### src/rtl/bb_pkg.sv
package bb_pkg;

  typedef enum logic {
    BB_IDLE = 1'b0,
    BB_WB   = 1'b1
  } bb_state_e;

  // Byte address in the backing region for a given alias byte offset.
  function automatic logic [31:0] bb_region_byte(input logic [31:0] base,
                                                 input logic [31:0] offset);
    return base + offset;
  endfunction

  // Copy of a word with one bit (lane*8 + bitn) forced to v.
  function automatic logic [31:0] bb_set_bit(input logic [31:0] w,
                                             input logic [1:0]  lane,
                                             input logic [2:0]  bitn,
                                             input logic        v);
    logic [31:0] r;
    r = w;
    r[{lane, bitn}] = v;
    return r;
  endfunction

  // Single bit (lane*8 + bitn) picked out of a word.
  function automatic logic bb_get_bit(input logic [31:0] w,
                                      input logic [1:0]  lane,
                                      input logic [2:0]  bitn);
    return w[{lane, bitn}];
  endfunction

endpackage

### src/rtl/bb_alias_decode.sv
module bb_alias_decode #(
  parameter logic [31:0] ALIAS_BASE  = 32'h2200_0000,
  parameter logic [31:0] REGION_BASE = 32'h2000_0000,
  parameter int          OFF_W       = 20
) (
  input  logic [31:0] addr_i,
  output logic        hit_o,
  output logic [31:0] word_addr_o,
  output logic [1:0]  lane_o,
  output logic [2:0]  bitn_o
);
  import bb_pkg::*;

  localparam int WIN_LSB = OFF_W + 5;
  localparam int PAD_W   = 32 - OFF_W;

  logic [31:0] byte_addr;

  always_comb begin
    hit_o       = (addr_i[31:WIN_LSB] == ALIAS_BASE[31:WIN_LSB]);
    byte_addr   = bb_region_byte(REGION_BASE, {{PAD_W{1'b0}}, addr_i[WIN_LSB-1:5]});
    word_addr_o = {byte_addr[31:2], 2'b00};
    lane_o      = byte_addr[1:0];
    bitn_o      = addr_i[4:2];
  end

endmodule

### src/rtl/bb_rmw_ctrl.sv
module bb_rmw_ctrl #(
  parameter int LANES = 4
) (
  input  logic              clk,
  input  logic              rst_n,
  input  logic              start_i,
  input  logic [31:0]       word_addr_i,
  input  logic [1:0]        lane_i,
  input  logic [2:0]        bitn_i,
  input  logic              val_i,
  input  logic [31:0]       mem_rdata_i,
  output logic              busy_o,
  output logic [31:0]       wb_addr_o,
  output logic [LANES-1:0]  wb_be_o,
  output logic [31:0]       wb_data_o
);
  import bb_pkg::*;

  bb_state_e   state_q;
  logic [31:0] addr_q;
  logic [1:0]  lane_q;
  logic [2:0]  bitn_q;
  logic        val_q;

  always_ff @(posedge clk or negedge rst_n) begin
    if (!rst_n) begin
      state_q <= BB_IDLE;
      addr_q  <= '0;
      lane_q  <= '0;
      bitn_q  <= '0;
      val_q   <= 1'b0;
    end else begin
      case (state_q)
        BB_IDLE: if (start_i) begin
          state_q <= BB_WB;
          addr_q  <= word_addr_i;
          lane_q  <= lane_i;
          bitn_q  <= bitn_i;
          val_q   <= val_i;
        end
        default: state_q <= BB_IDLE;
      endcase
    end
  end

  for (genvar i = 0; i < LANES; i++) begin : g_be
    assign wb_be_o[i] = (lane_q == i[1:0]);
  end

  assign busy_o    = (state_q == BB_WB);
  assign wb_addr_o = addr_q;
  assign wb_data_o = bb_set_bit(mem_rdata_i, lane_q, bitn_q, val_q);

endmodule

### src/rtl/bb_rd_track.sv
module bb_rd_track (
  input  logic        clk,
  input  logic        rst_n,
  input  logic        accept_i,
  input  logic        alias_i,
  input  logic [1:0]  lane_i,
  input  logic [2:0]  bitn_i,
  input  logic [31:0] mem_rdata_i,
  output logic        rvalid_o,
  output logic [31:0] rdata_o
);
  import bb_pkg::*;

  logic       alias_q;
  logic [1:0] lane_q;
  logic [2:0] bitn_q;

  always_ff @(posedge clk or negedge rst_n) begin
    if (!rst_n) begin
      rvalid_o <= 1'b0;
      alias_q  <= 1'b0;
      lane_q   <= '0;
      bitn_q   <= '0;
    end else begin
      rvalid_o <= accept_i;
      if (accept_i) begin
        alias_q <= alias_i;
        lane_q  <= lane_i;
        bitn_q  <= bitn_i;
      end
    end
  end

  assign rdata_o = alias_q ? {31'd0, bb_get_bit(mem_rdata_i, lane_q, bitn_q)}
                           : mem_rdata_i;

endmodule

### src/rtl/bitband_bridge.sv
module bitband_bridge #(
  parameter logic [31:0] ALIAS_BASE  = 32'h2200_0000,
  parameter logic [31:0] REGION_BASE = 32'h2000_0000,
  parameter int          OFF_W       = 20
) (
  input  logic        clk,
  input  logic        rst_n,
  input  logic        m_req,
  input  logic        m_we,
  input  logic [31:0] m_addr,
  input  logic [31:0] m_wdata,
  input  logic [3:0]  m_be,
  output logic        m_ready,
  output logic        m_rvalid,
  output logic [31:0] m_rdata,
  output logic        mem_req,
  output logic        mem_we,
  output logic [31:0] mem_addr,
  output logic [3:0]  mem_be,
  output logic [31:0] mem_wdata,
  input  logic [31:0] mem_rdata
);
  localparam int LANES = 4;

  // Named internal events, also observed by the checker.
  logic        hit;
  logic        busy;
  logic        rmw_start;
  logic        rd_accept;
  logic [31:0] word_addr;
  logic [1:0]  lane;
  logic [2:0]  bitn;
  logic [LANES-1:0] lane_oh;
  logic [31:0] wb_addr;
  logic [LANES-1:0] wb_be;
  logic [31:0] wb_data;

  bb_alias_decode #(
    .ALIAS_BASE (ALIAS_BASE),
    .REGION_BASE(REGION_BASE),
    .OFF_W      (OFF_W)
  ) u_dec (
    .addr_i     (m_addr),
    .hit_o      (hit),
    .word_addr_o(word_addr),
    .lane_o     (lane),
    .bitn_o     (bitn)
  );

  for (genvar i = 0; i < LANES; i++) begin : g_lane
    assign lane_oh[i] = (lane == i[1:0]);
  end

  assign rmw_start = !busy && m_req && m_we && hit;
  assign rd_accept = !busy && m_req && !m_we;

  bb_rmw_ctrl #(.LANES(LANES)) u_rmw (
    .clk        (clk),
    .rst_n      (rst_n),
    .start_i    (rmw_start),
    .word_addr_i(word_addr),
    .lane_i     (lane),
    .bitn_i     (bitn),
    .val_i      (m_wdata[0]),
    .mem_rdata_i(mem_rdata),
    .busy_o     (busy),
    .wb_addr_o  (wb_addr),
    .wb_be_o    (wb_be),
    .wb_data_o  (wb_data)
  );

  bb_rd_track u_rd (
    .clk        (clk),
    .rst_n      (rst_n),
    .accept_i   (rd_accept),
    .alias_i    (hit),
    .lane_i     (lane),
    .bitn_i     (bitn),
    .mem_rdata_i(mem_rdata),
    .rvalid_o   (m_rvalid),
    .rdata_o    (m_rdata)
  );

  always_comb begin
    m_ready = busy || !rmw_start;
    if (busy) begin
      mem_req   = 1'b1;
      mem_we    = 1'b1;
      mem_addr  = wb_addr;
      mem_be    = wb_be;
      mem_wdata = wb_data;
    end else if (hit) begin
      mem_req   = m_req;
      mem_we    = 1'b0;
      mem_addr  = word_addr;
      mem_be    = lane_oh;
      mem_wdata = m_wdata;
    end else begin
      mem_req   = m_req;
      mem_we    = m_we;
      mem_addr  = m_addr;
      mem_be    = m_be;
      mem_wdata = m_wdata;
    end
  end

endmodule

### config.mk
export PLATFORM = sky130hd
export DESIGN_NAME = bitband_bridge
export DESIGN_NICKNAME = d
export VERILOG_FILES = /design/src/rtl/bb_pkg.sv /design/src/rtl/bb_alias_decode.sv /design/src/rtl/bb_rmw_ctrl.sv /design/src/rtl/bb_rd_track.sv /design/src/rtl/bitband_bridge.sv
export SDC_FILE = /design/constraint.sdc
export NUM_CORES = 1
export LEC_CHECK = 0
export BUFFER_PORTS_ARGS = -buffer_cell sky130_fd_sc_hd__buf_2
export CAP_MARGIN = 20
export CELL_PAD_IN_SITES_DETAIL_PLACEMENT = 1
export CELL_PAD_IN_SITES_GLOBAL_PLACEMENT = 1
export CORE_ASPECT_RATIO = 2
export CORE_MARGIN = 4
export CORE_UTILIZATION = 30
export DETAILED_ROUTE_END_ITERATION = 6
export GPL_ROUTABILITY_DRIVEN = 0
export GPL_TIMING_DRIVEN = 0
export PLACE_DENSITY_LB_ADDON = 0.15
export RECOVER_POWER = 25
export SLEW_MARGIN = 15
export SYNTH_ARGS = -nofsm -noshare
export SYNTH_HDL_FRONTEND = slang
export SYNTH_SLANG_ARGS = --single-unit
### constraint.sdc
create_clock -name clk -period 2.2 [get_ports clk]
set_input_delay 0.33 -clock clk [delete_from_list [all_inputs] [get_ports clk]]
set_output_delay 0.33 -clock clk [all_outputs]
set_load 0.1 [all_outputs]
# Word level (Yosys, flattened, before mapping)
# Index checks and enable logic that the tools add are counted.
[totals]
word_cells = 49
out_inout_bits = 104
regBits = 44
[classes]
n_eq_ne = 7
n_reduce_logical = 12
n_bitwise = 1
mux = 16
order_cmp = 3
addsub = 1
[ops]
columns = ["cell", "count"]
rows = [
  ["32-bit 2-to-1 mux", 4],
  ["32-bit bitwise mux", 1],
  ["30-bit by 20-bit adder with 31-bit output, first input constant", 1],
  ["5-bit by 6-bit less-than comparator with 1-bit output, second input constant", 2],
  ["2-bit == test, second input constant", 4],
  ["4-bit 2-to-1 mux", 2],
  ["7-bit by 5-bit == test with 1-bit output, second input constant", 1],
  ["1-bit 2-to-1 mux", 7],
  ["1-bit binary-select mux with 5-bit select", 1],
  ["1-bit demux with 5-bit select", 1],
  ["5-bit by 1-bit >= comparator with 1-bit output, second input constant", 1],
  ["1-bit logical AND", 5],
  ["2-bit by 1-bit == test with 1-bit output, second input constant", 2],
  ["2-bit zero test", 2],
  ["1-bit zero test", 3],
  ["2-bit AND reduction", 1],
  ["1-bit logical OR", 1],
  ["1-bit NOT", 1],
]

# Longest topological paths before layout
[depth]
word_depth = 6
ltp_mapped = 6
depth_no_buf = 5

# Cells and area by module
# A second synthesis with hierarchy kept.
[hier_totals]
cells_unflattened = 472
area_unflattened_um2 = 4523.1
[by_module_without_submodules]
columns = ["module", "seq_area_each_um2", "instances", "area_each_um2", "cells_each"]
rows = [
  ["bb_rmw_ctrl", 975.9, 1, 2237.1, 172],
  ["bitband_bridge", 0.0, 1, 1202.4, 168],
  ["bb_rd_track", 175.2, 1, 779.5, 90],
  ["bb_alias_decode", 0.0, 1, 304.0, 42],
]

# Worst setup path after synthesis
# OpenSTA, ideal clock, no wires.
[synth_path]
kind = "in2out"
start = "input m_addr[27]"
end = "output mem_addr[10]"
slack_ns = -1.440
path_stages = 5
t_required_ns = 1.870
n_path_buf = 1
t_arrival_ns = 3.310
cell_sequence = "nor4b_4 > nand3_2 > buf_2 > mux2i_1 > o21ai_0"
[synth_via]
elab_chain_len = 3
[synth_lines]
columns = ["item", "line_no", "text"]
rows = [
  ["start, declared", "bitband_bridge.sv:10", "input logic [31:0] m_addr,"],
  ["7-bit by 5-bit == test with 1-bit output", "bb_alias_decode.sv:20", "hit_o = (addr_i[31:WIN_LSB] == ALIAS_BASE[31:WIN_LSB]);"],
  ["32-bit 2-to-1 mux", "bitband_bridge.sv:92", "end else if (hit) begin"],
  ["32-bit 2-to-1 mux", "bitband_bridge.sv:86", "if (busy) begin"],
  ["end, declared", "bitband_bridge.sv:18", "output logic [31:0] mem_addr,"],
]
# Every way passes these cells.

# Final worst setup path
[layout_path]
start = "register u_rd.bitn_q[2]"
end = "output m_rdata[0]"
[layout_via]
elab_chain_len = 3
[layout_lines]
columns = ["item", "line_no", "text"]
rows = [
  ["start, declared", "bb_rd_track.sv:16", "logic [2:0] bitn_q;"],
  ["start signal, assigned", "bb_rd_track.sv:29", "bitn_q <= bitn_i;"],
  ["1-bit binary-select mux with 5-bit select", "bb_pkg.sv:29", "return w[{lane, bitn}];"],
  ["1-bit 2-to-1 mux (not written as such)", "bb_pkg.sv:29", ""],
  ["32-bit 2-to-1 mux", "bb_rd_track.sv:34", "assign rdata_o = alias_q ? {31'd0, bb_get_bit(mem_rdata_i, lane_q, bitn_q)}"],
  ["end, declared", "bitband_bridge.sv:15", "output logic [31:0] m_rdata,"],
]
# Every way passes these cells. The select of a mux whose other input is x is not followed.

==> results_dict.tcl <==
set metrics [dict create \
    run_status "complete, but fails checks" \
    violations_in_the_final_reports "max-capacitance violations, max-slew violations, negative setup slack" \
    mostFrequentLayoutCell "buf_2" \
    chipHeight_um 156 \
    number_of_synthesized_flops_with_an_enable_pin 0 \
    hold_violations 0 \
    syn_avg_cell_area_um2 8.13 \
    antenna_found_initial 0 \
    yosys.cell_types.count 33 \
    cts_made_buffers 5 \
    cts-htree-levels 2 \
    power.ir.vdd_worst_mv 0.346 \
    synth.yosys.seq_area_share_pct 25.1 \
    netlist_instances 405 \
    leakage_nw 2.97 \
    globalRouteOverflowTotal 0 \
    initial_core_util_pct 31.0 \
    pin_slew_with_the_least_headroom_to_its_limit_ns 1.84 \
    place.detailed.instances 750 \
    worst_slack_ns -0.0808 \
    layoutNonFillerInstCount 773 \
    io_pins 208 \
    final-max-slew-violation-count 34 \
    floorplan.die.width_um 82.1 \
    cp_data_required_time_ns 1.87 \
    number_of_synthesized_register_bits 33 \
    post-route-cell-area_mm2 0.00610 \
    comb_power_share_pct 55.2 \
    vias_per_cell 5.15 \
    drt-pass1-iter-count 4 \
    worst_slew_margin_rel_pct -22.8 \
    hp-class "input port to register" \
    asr_flop_ratio_synth_pct 100 \
    power_frac_seq_pct 22.7 \
    dp_worst_setup_slack_ns -0.573 \
    max_freq_mhz 438 \
    post_route_cells_drive_above_1_share_pct 68.6 \
    postSynthNetCount 509 \
    antennaDiodeCount 0 \
    synth_xor_area_share_pct 0 \
    number_of_rows_created_at_floorplan 53 \
    synthSimpleGateAreaFrac_pct 27.1 \
    synth_mux_area_share_pct 32.0 \
    worstPathCellList "and2_2, a22o_1, a21oi_2, nand4_1, a41oi_4, buf_12" \
    synth_largest_type_area_fraction_pct 25.1 \
    synth-compound-area-share_pct 11.6 \
    grt_max_degree 34 \
    critPathMaxStageDelay_ns 0.44 \
    first_pass_grt_wire_length_um 22900 \
    critical_path_peak_fanout 5 \
    cell_internal_pwr_mw 1.56 \
    core_area_mm2 0.0106 \
    detailed_place.area_mm2 0.00502 \
    number_of_routed_nets_with_antenna_violations 0 \
    critical_path.slowest_cell "dfrtp_2" \
    area_growth_syn_to_layout_pct 85.0 \
    netlist_area_mm2 0.00329 \
    clk_path_buf_depth 2 \
    p_sw_share_pct 48.6 \
    post_synth_adder_cell_area_pct 0 \
    worstPathBufferInverterCount 1 \
    cts.hold.buffers_added 0 \
    min_period_ns 2.28 \
    grt_pass1_vias 4277 \
    cp-start-kind "register" \
    path_clk_slew_ns 0.05 \
    worstSetupEndpointType "primary output" \
    number_of_filler_instances_in_the_final_layout 1252 \
    synth.top_cells.by_area "dfrtp_1 25%, mux2i_1 19%, nor2b_1 8.7%, mux2_4 7.7%, a21oi_1 5.6%" \
    num_vias 3980 \
    power.share.clock_pct 22.1 \
    timing.final.setup_violations 7 \
    cell_pwr_density_mw_per_mm2 499 \
    portBuffers 207 \
    worst_clock_skew_ns 0.00380 \
    fin_worst_hold_slack_ns 0.307 \
    grt_setup_unrepaired "yes" \
    crit_family "compound AO/OA/AOI/OAI gates" \
    max_cap_viol_count 1 \
    clk_lat_worst_skew_ns 0.28 \
    setup.worst_path.class "register to primary output" \
    main_combinational_cell_family_by_area_after_synthesis "multiplexers" \
    post_dp_hpwl_um 12700 \
    most-common-layout-cells "152 x buf_2, 50 x mux2i_1, 39 x nor2_1, 36 x nand2_1, 33 x buf_6" \
    num-nets-final 739 \
    net-switching-power_mw 1.48 \
    tritoncts "built" \
    cts_root_buf "clkbuf_16" \
    cp_data_arrival_time_ns 1.95 \
    cts.sinks 33 \
    route.detailed.wl_per_inst_um 20.6 \
    min_period_over_period_pct 104 \
    synthesis.yosys.warnings 0 \
    globalRouteTotalUtil_pct 23.8 \
    yosys_most_used_dff "dfrtp_1" \
    drt_wl_total_um 15900 \
    violation_count_after_the_first_detailed_routing_iteration 119 \
    die-area_mm2 0.0128 \
    synth_top_area_cell "dfrtp_1" \
    drc_errors 0 \
]
## synth_stat cells, types with 2 or more instances
cell type and number:
nand4_1 3, and2_1 9, a211oi_1 2, nor3_1 6, o21ai_0 23, a21oi_1 37
clkbuf_1 21, buf_6 2, nor3b_1 2, nor2_1 49, mux2i_1 64, mux2_2 14
buf_2 5, nor2b_1 46, nand2_1 42, a31oi_1 3, nand3_1 6, and3_1 2
dfrtp_1 33, a22oi_1 3, mux2_4 17, nand2b_1 5
## final timing paths
kind / from / endpoint / slack (ns) / cells after the start
setup / recovery: u_rd.bitn_q[2] / m_rdata[0] / -0.08 / 6
setup reg to reg: u_rmw.busy_o / u_rd.alias_q / 0.42 / 4
hold / removal: m_wdata[0] / u_rmw.val_q / 0.31 / 2
min in group asynchronous: rst_n / u_rmw.wb_addr_o[5] / 0.54 / 1
hold reg to reg: u_rmw.wb_addr_o[29] / u_rmw.wb_addr_o[29] / 0.47 / 1
max in group asynchronous: rst_n / u_rmw.lane_q[0] / 0.45 / 1
## registers in the layout, summed over array words and instances (netlist names)
name / count
u_rmw.lane_q: 2
u_rd.lane_q: 2
u_rd.bitn_q: 3
u_rd.alias_q: 1
u_rmw.bitn_q: 3
u_rd.rvalid_o: 1
u_rmw.busy_o: 1
u_rmw.val_q: 1
u_rmw.wb_addr_o: 19
## power groups by stage
| stage | Sequential [mW] | Combinational, mW | Clock [mW] |
|---|---|---|---|
| floorplan | 0.683 | 1.14 | 0 |
| global placement | 0.682 | 1.44 | 0 |
| detailed placement | 0.685 | 1.45 | 0 |
| CTS | 0.682 | 1.58 | 0.687 |
| global route | 0.694 | 1.74 | 0.721 |
| finish | 0.689 | 1.68 | 0.673 |
## layer usage
metal	GRT usage, %	wire [um]	up-vias	part of all wire (%)
met1	22.2	5050	1930	32
li1	-	-	1866	-
met2	48.9	9450	149	59
met4	9.51	620	0	3.9
met3	2.72	779	35	4.9
met5	0	0	-	0
## final cells by class
type	count	area [um^2]	share of cell area (%)
multi-input cells	341	3130	51.4
flip-flops and latches	33	835	13.7
clock inverters	2	10.0	0.164
inverters	1	3.75	0.0616
plain buffers	29	220	3.61
clock buffers	6	129	2.11
well taps	137	171	2.81
repair buffers	224	1600	26.2
## per-stage QoR
stage / utilization, % / total power [mW] / setup TNS [ns]
floorplan: - / 1.82 / -5.14
global placement: 47.2 / 2.12 / -24.36
detailed placement: 47.3 / 2.14 / -24.83
CTS: 53.8 / 2.95 / -0.0744
global route: 57.5 / 3.16 / -1.11
finish: 57.5 / 3.04 / -0.218
## timing repair
item | in CTS | in global routing
endpoints found under the setup margin | 90 | 60
buffers inserted | 2 | 14
gates resized for setup | 169 | 82
pin swaps | 3 | 18
## cell families (layout without fill, tap and decap cells)
logic type / Yosys count / in the layout
and+or+nand+nor: 175 / 175
muxes: 95 / 95
AOI/OAI and AO/OA: 71 / 71
DFF: 33 / 33
buffers and inverters: 31 / 262
No activity file was read; power rests on OpenSTA's default activity.
